`src/rtl/sc_tx_pkg.sv`:
```
// Shared types for the smartcard character transmitter.
// Assumes: one character in flight at a time.
package sc_tx_pkg;
    typedef enum logic [2:0] {
        PH_IDLE  = 3'd0,
        PH_START = 3'd1,
        PH_DATA  = 3'd2,
        PH_PAR   = 3'd3,
        PH_STOP  = 3'd4
    } sc_phase_e;
endpackage

```
`src/rtl/sc_tx_seq.sv`:
```
// Character sequencer: walks start, data (LSB first), even parity and the
// released stop period, one bit per OS_RATE oversampling ticks.
// Assumes os_tick_i is a single-cycle pulse; start is taken only when idle.
module sc_tx_seq
    import sc_tx_pkg::*;
#(
    parameter int DATA_W     = 8,
    parameter int OS_RATE    = 16,
    parameter int STOP_TICKS = 24,
    localparam int CNT_W     = $clog2(STOP_TICKS + 1),
    localparam int BIT_W     = (DATA_W > 1) ? $clog2(DATA_W) : 1
) (
    input  logic              clk,
    input  logic              rst_n,
    input  logic              os_tick_i,
    input  logic              start_i,
    input  logic [DATA_W-1:0] data_i,
    output logic              tx_o,
    output logic              oe_o,
    output logic              busy_o,
    output logic              done_o,
    output logic              accept_o,
    output logic              stop_tick_o,
    output logic [CNT_W-1:0]  stop_idx_o
);
    sc_phase_e         phase_q;
    logic [CNT_W-1:0]  cnt_q;
    logic [BIT_W-1:0]  bit_q;
    logic [DATA_W-1:0] shr_q;
    logic              par_q;
    logic              bit_end;

    // Accept a new character only when nothing is in flight.
    assign accept_o = start_i && (phase_q == PH_IDLE);

    // Last tick of the current phase: stop period is longer than a bit.
    always_comb begin
        if (phase_q == PH_STOP) bit_end = (cnt_q == CNT_W'(STOP_TICKS - 1));
        else                    bit_end = (cnt_q == CNT_W'(OS_RATE - 1));
    end

    // Phase, tick counter, bit index and shift register.
    always_ff @(posedge clk) begin
        if (!rst_n) begin
            phase_q <= PH_IDLE;
            cnt_q   <= '0;
            bit_q   <= '0;
            shr_q   <= '0;
            par_q   <= 1'b0;
            done_o  <= 1'b0;
        end else begin
            done_o <= 1'b0;
            if (accept_o) begin
                phase_q <= PH_START;
                cnt_q   <= '0;
                bit_q   <= '0;
                shr_q   <= data_i;
                par_q   <= ^data_i;
            end else if (os_tick_i && phase_q != PH_IDLE) begin
                if (!bit_end) begin
                    cnt_q <= cnt_q + 1'b1;
                end else begin
                    cnt_q <= '0;
                    unique case (phase_q)
                        PH_START: phase_q <= PH_DATA;
                        PH_DATA: begin
                            shr_q <= shr_q >> 1;
                            bit_q <= bit_q + 1'b1;
                            if (bit_q == BIT_W'(DATA_W - 1)) phase_q <= PH_PAR;
                        end
                        PH_PAR:  phase_q <= PH_STOP;
                        PH_STOP: begin
                            phase_q <= PH_IDLE;
                            done_o  <= 1'b1;
                        end
                        default: phase_q <= PH_IDLE;
                    endcase
                end
            end
        end
    end

    // Pad level and enable per phase; stop and idle release the line high.
    always_comb begin
        unique case (phase_q)
            PH_START: begin tx_o = 1'b0;     oe_o = 1'b1; end
            PH_DATA:  begin tx_o = shr_q[0]; oe_o = 1'b1; end
            PH_PAR:   begin tx_o = par_q;    oe_o = 1'b1; end
            default:  begin tx_o = 1'b1;     oe_o = 1'b0; end
        endcase
    end

    // Ordinal (1-based) of the current tick inside the stop period.
    assign busy_o      = (phase_q != PH_IDLE);
    assign stop_tick_o = os_tick_i && (phase_q == PH_STOP);
    assign stop_idx_o  = cnt_q + 1'b1;
endmodule

```
`src/rtl/sc_nack_vote.sv`:
```
// NACK detector: collects WIN_LEN line samples starting at stop-period tick
// WIN_FIRST and flags a NACK when a majority of them are low.
// Assumes stop_idx_i is valid whenever stop_tick_i is high.
module sc_nack_vote #(
    parameter int IDX_W     = 5,
    parameter int WIN_FIRST = 16,
    parameter int WIN_LEN   = 3,
    localparam int ZC_W     = $clog2(WIN_LEN + 1),
    localparam int WIN_LAST = WIN_FIRST + WIN_LEN - 1,
    localparam int MAJ      = WIN_LEN / 2 + 1
) (
    input  logic             clk,
    input  logic             rst_n,
    input  logic             clear_i,
    input  logic             stop_tick_i,
    input  logic [IDX_W-1:0] stop_idx_i,
    input  logic             line_i,
    output logic             nack_o
);
    logic [ZC_W-1:0] zeros_q;
    logic [ZC_W-1:0] zeros_nx;
    logic            in_win;
    logic            last_smp;

    // Window decode on the stop-period tick ordinal.
    assign in_win   = stop_tick_i && (stop_idx_i >= IDX_W'(WIN_FIRST))
                                  && (stop_idx_i <= IDX_W'(WIN_LAST));
    assign last_smp = (stop_idx_i == IDX_W'(WIN_LAST));
    assign zeros_nx = zeros_q + ZC_W'(!line_i);

    // Count low samples and resolve the vote on the last one.
    always_ff @(posedge clk) begin
        if (!rst_n) begin
            zeros_q <= '0;
            nack_o  <= 1'b0;
        end else if (clear_i) begin
            zeros_q <= '0;
            nack_o  <= 1'b0;
        end else if (in_win) begin
            if (last_smp) begin
                zeros_q <= '0;
                nack_o  <= (zeros_nx >= ZC_W'(MAJ));
            end else begin
                zeros_q <= zeros_nx;
            end
        end
    end
endmodule

```
`src/rtl/sc_card_clkdiv.sv`:
```
// Card clock divider: toggles every psc_i cycles for a 2*psc_i period at
// 50% duty; psc_i of 0 parks the clock low. Adapts at once to a new psc_i.
module sc_card_clkdiv #(
    parameter int PSC_W = 5
) (
    input  logic             clk,
    input  logic             rst_n,
    input  logic [PSC_W-1:0] psc_i,
    output logic             card_clk_o
);
    logic [PSC_W-1:0] cnt_q;

    // Half-period counter and output toggle.
    always_ff @(posedge clk) begin
        if (!rst_n || psc_i == '0) begin
            cnt_q      <= '0;
            card_clk_o <= 1'b0;
        end else if (cnt_q >= psc_i - 1'b1) begin
            cnt_q      <= '0;
            card_clk_o <= !card_clk_o;
        end else begin
            cnt_q <= cnt_q + 1'b1;
        end
    end
endmodule

```
`src/rtl/sc_char_tx.sv`:
```
// Top: smartcard character transmitter with stop-period NACK check and a
// card clock divider. Assumes line_i is already synchronised to clk.
module sc_char_tx #(
    parameter int DATA_W     = 8,
    parameter int OS_RATE    = 16,
    parameter int STOP_TICKS = 24,
    parameter int NACK_FIRST = 16,
    parameter int NACK_LEN   = 3,
    parameter int PSC_W      = 5,
    localparam int CNT_W     = $clog2(STOP_TICKS + 1)
) (
    input  logic              clk,
    input  logic              rst_n,
    input  logic              os_tick_i,
    input  logic              start_i,
    input  logic [DATA_W-1:0] data_i,
    input  logic              line_i,
    input  logic [PSC_W-1:0]  psc_i,
    output logic              tx_o,
    output logic              oe_o,
    output logic              busy_o,
    output logic              nack_o,
    output logic              done_o,
    output logic              card_clk_o
);
    logic             accept;
    logic             stop_tick;
    logic [CNT_W-1:0] stop_idx;

    // Frame sequencing and pad control.
    sc_tx_seq #(
        .DATA_W(DATA_W), .OS_RATE(OS_RATE), .STOP_TICKS(STOP_TICKS)
    ) u_seq (
        .clk(clk), .rst_n(rst_n), .os_tick_i(os_tick_i), .start_i(start_i),
        .data_i(data_i), .tx_o(tx_o), .oe_o(oe_o), .busy_o(busy_o),
        .done_o(done_o), .accept_o(accept), .stop_tick_o(stop_tick),
        .stop_idx_o(stop_idx)
    );

    // Majority vote on the card's answer during the stop period.
    sc_nack_vote #(
        .IDX_W(CNT_W), .WIN_FIRST(NACK_FIRST), .WIN_LEN(NACK_LEN)
    ) u_vote (
        .clk(clk), .rst_n(rst_n), .clear_i(accept), .stop_tick_i(stop_tick),
        .stop_idx_i(stop_idx), .line_i(line_i), .nack_o(nack_o)
    );

    // Independent card clock.
    sc_card_clkdiv #(.PSC_W(PSC_W)) u_ckdiv (
        .clk(clk), .rst_n(rst_n), .psc_i(psc_i), .card_clk_o(card_clk_o)
    );
endmodule

```
`config.mk`:
```
export PLATFORM = sky130hd
export DESIGN_NAME = sc_char_tx
export DESIGN_NICKNAME = d
export VERILOG_FILES = /design/src/rtl/sc_tx_pkg.sv /design/src/rtl/sc_tx_seq.sv /design/src/rtl/sc_nack_vote.sv /design/src/rtl/sc_card_clkdiv.sv /design/src/rtl/sc_char_tx.sv
export SDC_FILE = /design/constraint.sdc
export NUM_CORES = 1
export LEC_CHECK = 0
export BUFFER_PORTS_ARGS = -buffer_cell sky130_fd_sc_hd__buf_2
export CAP_MARGIN = 40
export CORE_ASPECT_RATIO = 1.25
export CORE_MARGIN = 3
export CORE_UTILIZATION = 40
export CTS_CLUSTER_SIZE = 40
export DETAILED_ROUTE_END_ITERATION = 10
export SYNTH_ARGS = -nofsm -noshare
export SYNTH_HDL_FRONTEND = slang
export SYNTH_SLANG_ARGS = --single-unit
export TNS_END_PERCENT = 10
```
`constraint.sdc`:
```
create_clock -name clk -period 1.65 [get_ports clk]
set_clock_uncertainty 0.05 [all_clocks]
set_input_delay 0.165 -clock clk [delete_from_list [all_inputs] [get_ports clk]]
set_output_delay 0.165 -clock clk [all_outputs]
set_load 0.02 [all_outputs]
```
# --- Yosys cells after proc, flatten, opt, wreduce, memory -nomap -nowiden ---
# Index checks and enable logic that the tools add are counted.
classes:
  addsub: 5
  order_cmp: 4
  eq_ne: 10
  muxes: 15
  bitwise: 3
  n_reduce_logical: 25
ops:
  columns: ["cell", "count"]
  rows:
  - ["2-to-1 mux 8 bit", 4]
  - ["AND reduction 3 bit", 4]
  - ["adder 5 x 1 -> 5 bit (second input constant)", 2]
  - ["equality test 5 bit (second input constant)", 2]
  - ["case mux 3 bit (3 select lines)", 1]
  - ["parity 8 bit", 1]
  - ["equality test 3 x 2 -> 1 bit (second input constant)", 2]
  - ["equality test 3 bit (second input constant)", 2]
  - ["2-to-1 mux 1 bit", 6]
  - ["nonzero test 2 bit", 3]
  - ["equality test 5 x 4 -> 1 bit (second input constant)", 1]
  - [">= comparator 5 bit", 1]
  - [">= comparator 5 bit (second input constant)", 1]
  - ["<= comparator 5 bit (second input constant)", 1]
  - ["logical AND 1 bit", 5]
  - ["logical NOT 5 bit", 1]
  - ["2-to-1 mux 5 bit", 1]
  - ["subtractor 5 x 1 -> 5 bit (second input constant)", 1]
  - ["OR reduction 2 bit", 2]
  - ["OR reduction 4 bit", 1]
  - ["adder 3 x 1 -> 3 bit (second input constant)", 1]
  - ["equality test 3 x 1 -> 1 bit (second input constant)", 1]
  - ["logical NOT 1 bit", 3]
  - ["logical NOT 3 bit", 1]
  - ["other kinds (12)", 14]
word_totals:
  reg_bits: 30
  in_bits: 18
  output_inout_bits: 6
  word_cells: 73

# --- Logic depth before layout (Yosys ltp) ---
depth:
  ltp_word: 6
  mapped_depth: 10
  depth_no_buf: 10

# --- Cells and area by module ---
# Synthesis repeated with hierarchy kept, for this count alone.
unflattened:
  hier_cells: 193
  area_unflattened_um2: 1773.0
modules_own_cells:
  columns: ["mod", "instances", "cells_per_inst", "area_per_inst_um2", "seq_area_each_um2"]
  rows:
  - ["sc_tx_seq", 1, 125, 1164.9, 420.4]
  - ["sc_card_clkdiv", 1, 46, 411.6, 120.1]
  - ["sc_nack_vote", 1, 22, 196.4, 60.1]

# --- Worst setup path after synthesis ---
# OpenSTA, ideal clock, no wires.
synth_path:
  path_type: "flip-flop to flip-flop"
  startpoint: "register u_seq.cnt_q[0]"
  endpoint: "register u_seq.shr_q[0]"
  setup_ns: 0.132
  arrival_ns: 1.526
  required_time_ns: 1.468
  slack_ns: -0.057
  stages_incl_launch_ff: 7
  period_less_slack_ns: 1.707
  cell_sequence: "dfxtp_1 > ha_1 > nand3_2 > nor4_4 > buf_6 > mux2i_1 > a21oi_1"
synth_via:
  elab_chain_cells: 4
  elab_cells_between_ends: 5
  classes_between: "eq/ne: 2; mux: 1; reduce/logical: 2"
synth_rtl:
  columns: ["element", "line", "rtl"]
  rows:
  - ["start: declaration", "sc_tx_seq.sv:27", "logic [CNT_W-1:0] cnt_q;"]
  - ["start signal: assignment", "sc_tx_seq.sv:61", "cnt_q <= cnt_q + 1'b1;"]
  - ["equality test 5 x 4 -> 1 bit / equality test 5 bit (equally long branches)", "sc_tx_seq.sv:39, sc_tx_seq.sv:38", null]
  - ["2-to-1 mux 1 bit *", "sc_tx_seq.sv:38", "if (phase_q == PH_STOP) bit_end = (cnt_q == CNT_W'(STOP_TICKS - 1));"]
  - ["nonzero test 2 bit (no source line) *", null, null]
  - ["AND reduction 3 bit (no source line) *", null, null]
  - ["end signal: assignment", "sc_tx_seq.sv:57", "shr_q <= data_i;"]
  - ["end signal: assignment", "sc_tx_seq.sv:67", "shr_q <= shr_q >> 1;"]
  - ["end: declaration", "sc_tx_seq.sv:29", "logic [DATA_W-1:0] shr_q;"]
# Mark *: on every way between the ends. The rest lies on a longest branch, timed or not.
# A chain may end at the register's enable or synchronous reset.

# --- Final worst setup path ---
layout_path:
  startpoint: "register u_seq.cnt_q[0]"
  endpoint: "register u_vote.zeros_q[1]"
layout_via:
  elab_chain_cells: 4
  elab_cells_between_ends: 7
  classes_between: "add/sub: 1; order compare: 2; eq/ne: 1; mux: 1; reduce/logical: 2"
layout_rtl:
  columns: ["element", "line", "rtl"]
  rows:
  - ["adder 5 x 1 -> 5 bit *", "sc_tx_seq.sv:96", "assign stop_idx_o = cnt_q + 1'b1;"]
  - [">= comparator 5 bit", "sc_nack_vote.sv:26", "assign in_win = stop_tick_i && (stop_idx_i >= IDX_W'(WIN_FIRST))"]
  - ["logical AND 1 bit", "sc_nack_vote.sv:26", null]
  - ["logical AND 1 bit", "sc_nack_vote.sv:27", "&& (stop_idx_i <= IDX_W'(WIN_LAST));"]
  - ["end signal: assignment", "sc_nack_vote.sv:44", "zeros_q <= zeros_nx;"]
  - ["end: declaration", "sc_nack_vote.sv:20", "logic [ZC_W-1:0] zeros_q;"]
# Marked as above.

==> flow_metrics.py <==
metrics = {
    "flow_run": {
        "cap_violations": 0,
    },
    "sta": {
        "rsz0062_at_grt": "yes",
        "maxSlewViolCount": 0,
        "post-route-period-util_pct": 98.4,
        "tightestPinTransition_ns": 0.294,
        "slew-limit-headroom_pct": 80.2,
        "worst_slack_ns": 0.0265,
        "period_needed_ns": 1.62,
        "holdWs_ns": 0.0961,
        "setup_violations": 0,
        "finalHoldViolCount": 0,
        "max_freq_mhz": 616,
    },
    "yosys": {
        "yosysWarnings": 0,
        "synth_area_leaders": "dfxtp_1, xnor2_1, ha_1",
        "synth-compound-area-share_pct": 13.3,
        "yosys.area.top_type": "dfxtp_1",
        "ys_seq_area_share_pct": 36.2,
        "synth_top_family_by_area": "simple AND/OR/NAND/NOR gates",
        "async_reset_ff_share_pct": 0,
        "ys_ff_latch": 30,
        "synthAdderAreaFrac_pct": 8.29,
        "synth_area_sq_um": 1660,
        "yosys.area_share.xor_xnor_pct": 11.1,
        "synth_edf_count": 0,
        "syn_inst": 184,
        "synth-simple-area-share_pct": 21.4,
        "syn_nets": 213,
        "synth_cell_type_count": 43,
        "syn-mean-instance-area_sq_um": 9.02,
        "synth_mux_area_share_pct": 6.03,
        "synth-main-ff-cell": "dfxtp_1",
        "synth_top_area_share_pct": 36.2,
    },
    "critical_path": {
        "cp_slowest_cell": "dfxtp_1",
        "worst-path-buf-inv": 1,
        "regToRegEndpoint": "u_vote.zeros_q[1]$_SDFFE_PP0P_",
        "worst_ep_arrival_time_ns": 1.76,
        "cp_num_cells": 6,
        "cp-endpoint": "u_vote.zeros_q[1]$_SDFFE_PP0P_",
        "worstPathMaxFanout": 5,
        "worst_path_largest_cell_delay_ns": 0.33,
        "crit_start": "u_seq.cnt_q[0]$_SDFFE_PP0P_",
        "cp_top_family": "compound AO/OA/AOI/OAI gates",
        "rr_startpoint": "u_seq.cnt_q[0]$_SDFFE_PP0P_",
        "criticalPathCategory": "reg -> reg",
        "setup.worst_path.end_class": "flop",
        "reg2reg_depth": 6,
        "rrSetupSlack_ns": 0.03,
        "crit_required_ns": 1.78,
        "start_kind": "flop",
        "cp_cell_sequence": "buf_4 > and3_1 > o22ai_1 > nand3_2 > o21a_1 > o32ai_1",
    },
    "detailed_routing": {
        "drt_iter0_drc": 86,
        "post_drt_wl_per_cell_microns": 12.3,
        "via_count": 1367,
        "route.detailed.drc": 0,
        "routed-wl-met3_microns": 155,
        "top_layer_used": "met4",
        "drt-pass1-iter-count": 4,
        "wl_microns": 3400,
        "viasPerCell": 4.97,
        "wl_met2_microns": 1760,
        "drt-met1-wl_microns": 1410,
        "drtAntennaViolNets": 0,
    },
    "floorplan": {
        "initial_core_util_pct": 42.8,
        "rows": 25,
        "die_y_microns": 78.0,
        "design.die.area_sq_um": 4960,
        "pin_count": 24,
        "die_x_microns": 63.6,
        "placeableCoreArea_sq_um": 3880,
    },
    "worst_hold_path": {
        "hold_path_class": "in -> reg",
    },
    "run_status": {
        "status": "finished clean",
    },
    "grt": {
        "grt_usage_pct": 15.0,
        "grt_max_degree": 16,
        "grt-ovfl-total": 0,
        "antenna_found_initial": 0,
        "grt_pass1_vias": 1389,
        "grt_pass1_wl_microns": 5870,
    },
    "power": {
        "p_seq_share_pct": 43.8,
        "power_frac_comb_pct": 15.1,
        "p_per_area_nw_per_um2": 868,
        "p_leak_nw": 0.812,
        "p_int_mw": 1.38,
        "p_total_mw": 1.81,
        "clkPwrFrac_pct": 41.1,
        "p_sw_uw": 430,
        "power_switching_share_pct": 23.7,
        "irDropWorstVdd_v": 0.000421,
    },
    "cts": {
        "cts_tree": "built",
        "clock-root-buffer": "clkbuf_8",
        "clk_pin_slew_worst_paths_ns": 0.06,
        "holdBufCountCts": 0,
        "worstSkewPairLatency_ns": 0.28,
        "h-tree-depth": 2,
        "numClockSinks": 30,
        "cts_buffers": 5,
        "ctsLongestPathBuffers": 2,
    },
    "place": {
        "place_ws_ns": -0.276,
        "gp_congestion": 0.800,
        "numPortBuffers": 23,
        "hpwl_microns": 2590,
    },
    "cells_and_area": {
        "multiInputGateArea_sq_um": 1040,
        "num-fill-cells": 374,
        "register_area_sq_um": 607,
        "layout_common_cells": "dfxtp_1, buf_2, nor2_1, xnor2_1, nand2_1",
        "mostFrequentLayoutCell": "dfxtp_1",
        "syn_to_final_growth_pct": 25.5,
        "drive_gt1_share_pct": 29.4,
        "finish.utilization_pct": 53.7,
        "n_antenna_cell": 0,
        "nets": 250,
    },
}
flip-flops by register name, summed over array words and instances, names as in the netlist, 2 cells and up:
name and count:
u_seq.shr_q 8, u_vote.zeros_q 2, u_ckdiv.cnt_q 5, u_seq.bit_q 3, u_seq.cnt_q 5, u_seq.phase_q 3
cells in the mapped netlist, drive strengths merged, types with 3 or more instances:
cell,n
nand2b,9
xnor2,16
nor2,20
clkbuf,3
nand2,13
o21ai,10
dfxtp,30
mux2i,10
xor2,5
inv,9
a21oi,12
nor3,3
nand3b,3
ha,11
nand3,4
per-layer routing:
layer,global-route usage (%),vias up
li1,-,706
met1,16.9,630
met2,25.8,26
met3,4.58,5
met4,6.91,0
met5,0,-
tightest hold or removal path, stage by stage:
cell	delay, ns
buf_2	0.11
nand2_1	0.05
a21oi_1	0.05
metrics by stage:
step	setup TNS, ns	area (sq um)	cells
3_5_place_dp	-1.41	1920	267
4_1_cts	0	2040	274
6_report	0	2080	275
5_1_grt	-0.178	2080	275
3_3_place_gp	-0.783	1920	267
2_1_floorplan	-0.000701	1670	184
layout make-up:
class,instances,area share [%]
multi-input combinational,140,50.2
clock buffer,6,3.96
sequential,30,29.1
tap,54,3.24
timing repair buffer,35,10.5
clock inverter,1,1.44
inverter,9,1.62
repair_timing:
item / 4_1_cts / 5_1_grt
buffers inserted: 0 / 1
pin swaps: 0 / 5
gates resized for setup: 2 / 11
endpoints found under the setup margin: 2 / 17
kinds of logic (layout without fill, tap and decap cells):
logic type                 Yosys count  count (layout)
and+or+nand+nor                     64              64
AOI/OAI and AO/OA                   34              34
DFF                                 30              30
xor gates and xnor gates            21              21
buffers and inverters               14              51
adders and majority gates           11              11
muxes                               10              10
worst min path at each step:
| stage | slack [ns] | endpoint | start | depth (start not counted) |
|---|---|---|---|---|
| 3_5_place_dp | 0.39 | u_seq.shr_q[7]$_SDFFE_PN0P_ | data_i[7] | 3 |
| 2_1_floorplan | 0.25 | u_seq.shr_q[7]$_SDFFE_PN0P_ | data_i[7] | 2 |
| 4_1_cts | 0.09 | u_seq.shr_q[7]$_SDFFE_PN0P_ | data_i[7] | 3 |
| 3_3_place_gp | 0.39 | u_seq.shr_q[7]$_SDFFE_PN0P_ | data_i[7] | 3 |
| 6_report | 0.1 | u_seq.shr_q[7]$_SDFFE_PN0P_ | data_i[7] | 3 |
| 5_1_grt | 0.11 | u_seq.shr_q[7]$_SDFFE_PN0P_ | data_i[7] | 3 |
power groups by stage:
| stage | sequential (mW) | combinational, mW | clock (mW) |
|---|---|---|---|
| floorplan | 0.802 | 0.165 | 0 |
| global placement | 0.804 | 0.244 | 0 |
| detailed placement | 0.806 | 0.253 | 0 |
| CTS | 0.791 | 0.254 | 0.763 |
| global route | 0.797 | 0.311 | 0.797 |
| finish | 0.792 | 0.274 | 0.744 |
(Power assumes the default switching activity.)
